$ cat config.mk
export PLATFORM = sky130hd
export DESIGN_NAME = wdt_top
export DESIGN_NICKNAME = d
export VERILOG_FILES = /design/src/rtl/wdt_pkg.sv /design/src/rtl/wdt_ctrl.sv /design/src/rtl/wdt_counter.sv /design/src/rtl/wdt_top.sv
export SDC_FILE = /design/constraint.sdc
export NUM_CORES = 1
export LEC_CHECK = 0
export CAP_MARGIN = 10
export CORE_MARGIN = 4
export CORE_UTILIZATION = 40
export DETAILED_ROUTE_END_ITERATION = 12
export DONT_BUFFER_PORTS = 1
export PLACE_DENSITY_LB_ADDON = 0.05
export SLEW_MARGIN = 10
export SYNTH_ARGS = -nofsm -noshare
export SYNTH_HDL_FRONTEND = slang
export SYNTH_SLANG_ARGS = --single-unit
$ cat constraint.sdc
create_clock -name clk -period 2.25 [get_ports clk]
set_input_delay 0.45 -clock clk [delete_from_list [all_inputs] [get_ports clk]]
set_output_delay 0.45 -clock clk [all_outputs]
set_load 0.05 [all_outputs]
$ cat src/rtl/wdt_pkg.sv
package wdt_pkg;

    localparam int SEL_W = 3;

    // One configuration write as seen by the control logic
    typedef struct packed {
        logic             enable;
        logic             unlock;
        logic [SEL_W-1:0] sel;
    } wdt_wr_t;

    // How the control logic treats the write in the current cycle
    typedef enum logic [1:0] {
        WR_NONE,
        WR_ENABLE,
        WR_DISARM,
        WR_DROPPED
    } wr_kind_e;

    // Final count value before timeout: 2^(base+sel) - 1
    function automatic logic [31:0] last_count(input int base, input logic [SEL_W-1:0] sel);
        return (32'd1 << (base + int'(sel))) - 32'd1;
    endfunction

endpackage

$ cat src/rtl/wdt_ctrl.sv
module wdt_ctrl
    import wdt_pkg::*;
#(
    parameter int UNLOCK_WINDOW = 4,
    localparam int WIN_W = $clog2(UNLOCK_WINDOW + 1)
) (
    input  logic             clk,
    input  logic             rst,
    input  logic             wr_en,
    input  wdt_wr_t          wr,
    output logic             run,
    output logic [SEL_W-1:0] sel,
    output logic [WIN_W-1:0] win,
    output logic             restart
);

    wr_kind_e         kind;
    logic [WIN_W-1:0] win_next;

    always_comb begin
        if (!wr_en)
            kind = WR_NONE;
        else if (wr.enable)
            kind = WR_ENABLE;
        else if (win != '0)
            kind = WR_DISARM;
        else
            kind = WR_DROPPED;
        restart  = (kind == WR_ENABLE) || (kind == WR_DISARM);
        win_next = (win != '0) ? win - 1'b1 : '0;
    end

    always_ff @(posedge clk) begin
        if (rst) begin
            run <= 1'b0;
            sel <= '0;
            win <= '0;
        end else begin
            unique case (kind)
                WR_ENABLE: begin
                    run <= 1'b1;
                    sel <= wr.sel;
                    win <= wr.unlock ? WIN_W'(UNLOCK_WINDOW) : win_next;
                end
                WR_DISARM: begin
                    run <= 1'b0;
                    sel <= wr.sel;
                    win <= '0;
                end
                default: win <= win_next;
            endcase
        end
    end

endmodule

$ cat src/rtl/wdt_counter.sv
module wdt_counter
    import wdt_pkg::*;
#(
    parameter int BASE_EXP = 14,
    localparam int CW = BASE_EXP + 7
) (
    input  logic             clk,
    input  logic             rst,
    input  logic             run,
    input  logic             clear,
    input  logic             tick,
    input  logic [SEL_W-1:0] sel,
    output logic [CW-1:0]    cnt,
    output logic             fire
);

    logic [31:0] last_full;
    logic        at_last;

    always_comb begin
        last_full = last_count(BASE_EXP, sel);
        at_last   = (cnt == last_full[CW-1:0]);
    end

    always_ff @(posedge clk) begin
        if (rst) begin
            cnt  <= '0;
            fire <= 1'b0;
        end else begin
            fire <= 1'b0;
            if (!run || clear) begin
                cnt <= '0;
            end else if (tick) begin
                if (at_last) begin
                    cnt  <= '0;
                    fire <= 1'b1;
                end else begin
                    cnt <= cnt + 1'b1;
                end
            end
        end
    end

endmodule

$ cat src/rtl/wdt_top.sv
module wdt_top
    import wdt_pkg::*;
#(
    parameter int BASE_EXP      = 14,
    parameter int UNLOCK_WINDOW = 4
) (
    input  logic       clk,
    input  logic       rst,
    input  logic       cfg_wr,
    input  logic       cfg_enable,
    input  logic       cfg_unlock,
    input  logic [2:0] cfg_interval,
    input  logic       kick,
    input  logic       wd_tick,
    output logic       wdt_reset
);

    localparam int CW    = BASE_EXP + 7;
    localparam int WIN_W = $clog2(UNLOCK_WINDOW + 1);

    wdt_wr_t          wr;
    logic             run;
    logic [SEL_W-1:0] sel;
    logic [WIN_W-1:0] win;
    logic             restart;
    logic             clear;
    logic [CW-1:0]    cnt;

    assign wr    = '{enable: cfg_enable, unlock: cfg_unlock, sel: cfg_interval};
    assign clear = kick | restart;

    wdt_ctrl #(.UNLOCK_WINDOW(UNLOCK_WINDOW)) u_ctrl (
        .clk     (clk),
        .rst     (rst),
        .wr_en   (cfg_wr),
        .wr      (wr),
        .run     (run),
        .sel     (sel),
        .win     (win),
        .restart (restart)
    );

    wdt_counter #(.BASE_EXP(BASE_EXP)) u_cnt (
        .clk   (clk),
        .rst   (rst),
        .run   (run),
        .clear (clear),
        .tick  (wd_tick),
        .sel   (sel),
        .cnt   (cnt),
        .fire  (wdt_reset)
    );

endmodule

==> metrics.yaml <==
maxClockFrequency_mhz: 456
place_inst: 255
nets: 236
die_h_um: 74.4
crit_end: "u_cnt.cnt[1]"
worstPathArrival_ps: 2350
postPlaceCellArea_um2: 1860
routedWlPerCell_um: 16.0
period_share_pct: 97.4
path_class: "reg -> reg"
finalSetupViolations: 0
hpwl_um: 2990
ys.flop_type: "dfxtp_1"
drc: 0
regArea_um2: 583
synthCells: 203
async_flop_share_pct: 0
ir_worst_vdd_mv: 0.374
firstDrtPassIters: 4
diodes: 0
root_buffer: "clkbuf_8"
io_pins: 11
finalInstanceArea_um2: 2160
antenna_found_initial: 0
dieArea_um2: 5530
finalSetupTns_ps: 0
cts_buffer_depth: 2
start_kind: "flop"
synth_top_area_share_pct: 33.0
cts_num_sinks: 29
multi_input_area_um2: 1220
hold_viol_final: 0
synth-seq-cells: 29
reg2reg_slack_ps: 60
cts_made_buffers: 5
grt_pass1_vias: 1455
clock_latency_ps: 270
fin_skew_ps: 2.32
worst_pin_slew_ps: 479
htreeDepth: 2
grt_pass1_wl_um: 7020
fill_cells: 394
relSlewSlack_pct: 67.9
hold_class: "in -> reg"
ys_top_cells_by_area: "dfxtp_1 33%, xor2_1 7.5%, a211oi_1 6.4%, ha_1 5.0%, xnor2_1 5.0%"
syn_to_final_growth_pct: 22.4
maxCapViolCount: 0
yosysWarningCount: 0
r2r_end: "u_cnt.cnt[1]"
required_ps: 2410
clk_pin_slew_ps: 60
via_per_inst: 5.70
fp.dieW_um: 74.4
finalMaxSlewViolations: 0
r2r_cells: 10
coreArea_um2: 4120
final_cells: 269
grt_overflow: 0
status: "finished, final reports clean"
cts_tree: "done"
path_max_fanout: 5
ys_seq_area_share_pct: 33.0
syn_area_um2: 1760
reg2reg_from: "u_ctrl.sel[2]"
critical_path.startpoint: "u_ctrl.sel[2]"
final_layout_size_suffix_gt1_share_pct: 20.5
row_count: 23
track_usage_pct: 16.4
p_leak_nw: 0.779
port_buffers: 0
drt_iter0_drc: 62
num_vias: 1533
drt_wl_total_um: 4290
synth_nets: 220
final.min_clock_period_ps: 2190
grt_max_degree: 27
powerDensity_nw_per_um2: 515
grt_setup_unrepaired: "yes"
synth-edff-count: 0
power_mw: 1.11
synth_cell_types: 40
gp_congestion: 0.856
yosysTopAreaCell: "dfxtp_1"
synth_area_per_cell_um2: 8.68
initial_utilization_pct: 42.8
ant_nets: 0
critPathCaptureType: "flop"
layout make-up:
cell class	instances	share of cell area, %
multi-input cells	155	56.5
repair buffers	20	8.01
well taps	50	2.90
clock buffers	7	4.00
inverters	8	1.51
flip-flops and latches	29	27.0
layout by cell type, fill, tap and decap left out, types with 2 or more instances in the layout:
cell,synthesis,routed
mux2i_1,4,3
a2111oi_4,1,2
dfxtp_1,29,27
nor4_1,5,5
xnor2_1,10,8
a22oi_1,2,2
nand4_1,8,8
and3_4,0,2
nor2_1,15,15
o21ai_0,5,3
a211oi_1,15,15
ha_1,7,4
buf_4,1,17
nor2b_1,5,5
dfxtp_2,0,2
xor2_1,15,15
o21ai_1,1,3
ha_4,0,2
nand3_1,12,12
o2111ai_1,3,2
xnor2_2,0,2
nand2_1,10,10
and3_1,10,8
a21o_1,3,3
inv_1,8,6
nand2b_1,2,2
clkbuf_8,0,6
nand3b_1,5,5
a21oi_1,2,2
how the worst min path moves through the flow:
| stage | from | end | slack (ps) | cells past startpoint |
|---|---|---|---|---|
| finish | rst | u_ctrl.sel[1] | 230 | 1 |
| global route | rst | u_ctrl.sel[1] | 220 | 1 |
| CTS | rst | u_ctrl.sel[2] | 230 | 1 |
| detailed placement | u_ctrl.win[0] | u_ctrl.win[0] | 450 | 1 |
| global placement | u_ctrl.win[0] | u_ctrl.win[0] | 440 | 1 |
| floorplan | u_ctrl.win[0] | u_ctrl.win[0] | 430 | 1 |
through the flow:
| step | hold slack [ps] | util, % | setup slack, ps |
|---|---|---|---|
| 2_1_floorplan | 428 | - | -3.25 |
| 3_3_place_gp | 443 | 45.2 | -36.3 |
| 3_5_place_dp | 453 | 45.2 | -75.5 |
| 4_1_cts | 227 | 48.3 | -4.08 |
| 5_1_grt | 221 | 52.4 | -59.3 |
| 6_report | 233 | 52.4 | 58.7 |
worst max-delay path, cell delays in order (launching register included):
cell and delay (ps):
dfxtp_2 350, inv_4 50, ha_4 260, buf_8 130
a21bo_4 200, a31oi_4 170, nand4_1 150, buf_4 190
a2111oi_4 330, buf_4 180, o21ai_0 70
repair_timing:
| item | CTS | global route |
|---|---|---|
| gates cloned | 1 | 1 |
| resized for setup | 10 | 19 |
| pin swaps | 3 | 11 |
| hold buffers | 0 | 0 |
| setup buffers | 0 | 5 |
| setup endpoints to repair | 3 | 19 |
where the power goes:
group	switching [mW]	total, mW	internal (mW)
clock network	0.181	0.423	0.242
registers	0.00649	0.527	0.520
logic	0.0770	0.161	0.0836
layer usage:
layer	part of all wire, %	vias up	global-route usage (%)
met5	0	-	0
met4	1.0	0	4.74
met3	3.4	7	4.19
met2	46	24	24.7
met1	49	731	23.2
li1	-	771	-
cell families after synthesis:
kind of cell | count (synthesis) | synth area share (%)
adder cells (fa/ha/maj) | 7 | 4.97
multiplexers | 4 | 2.27
buffers and inverters | 19 | 5.26
AO/OA/AOI/OAI | 41 | 18.0
flip-flops | 29 | 33.0
XOR/XNOR | 25 | 12.4
AND/OR/NAND/NOR | 78 | 24.1
registers in the layout, summed over array words and instances (netlist names):
signal and count:
u_cnt.cnt 21, u_cnt.fire 1, u_ctrl.run 1, u_ctrl.sel 3
u_ctrl.win 3
Yosys cell counts (all sizes together), types with 3 or more instances:
cell     instances
dfxtp           29
a211oi          15
nor2            15
xor2            15
nand3           12
and3            10
nand2           10
xnor2           10
inv              8
nand4            8
ha               7
clkbuf           6
o21ai            6
buf              5
nand3b           5
nor2b            5
nor4             5
mux2i            4
a2111oi          3
a21o             3
o2111ai          3
Power figures use the tool's default switching activity.
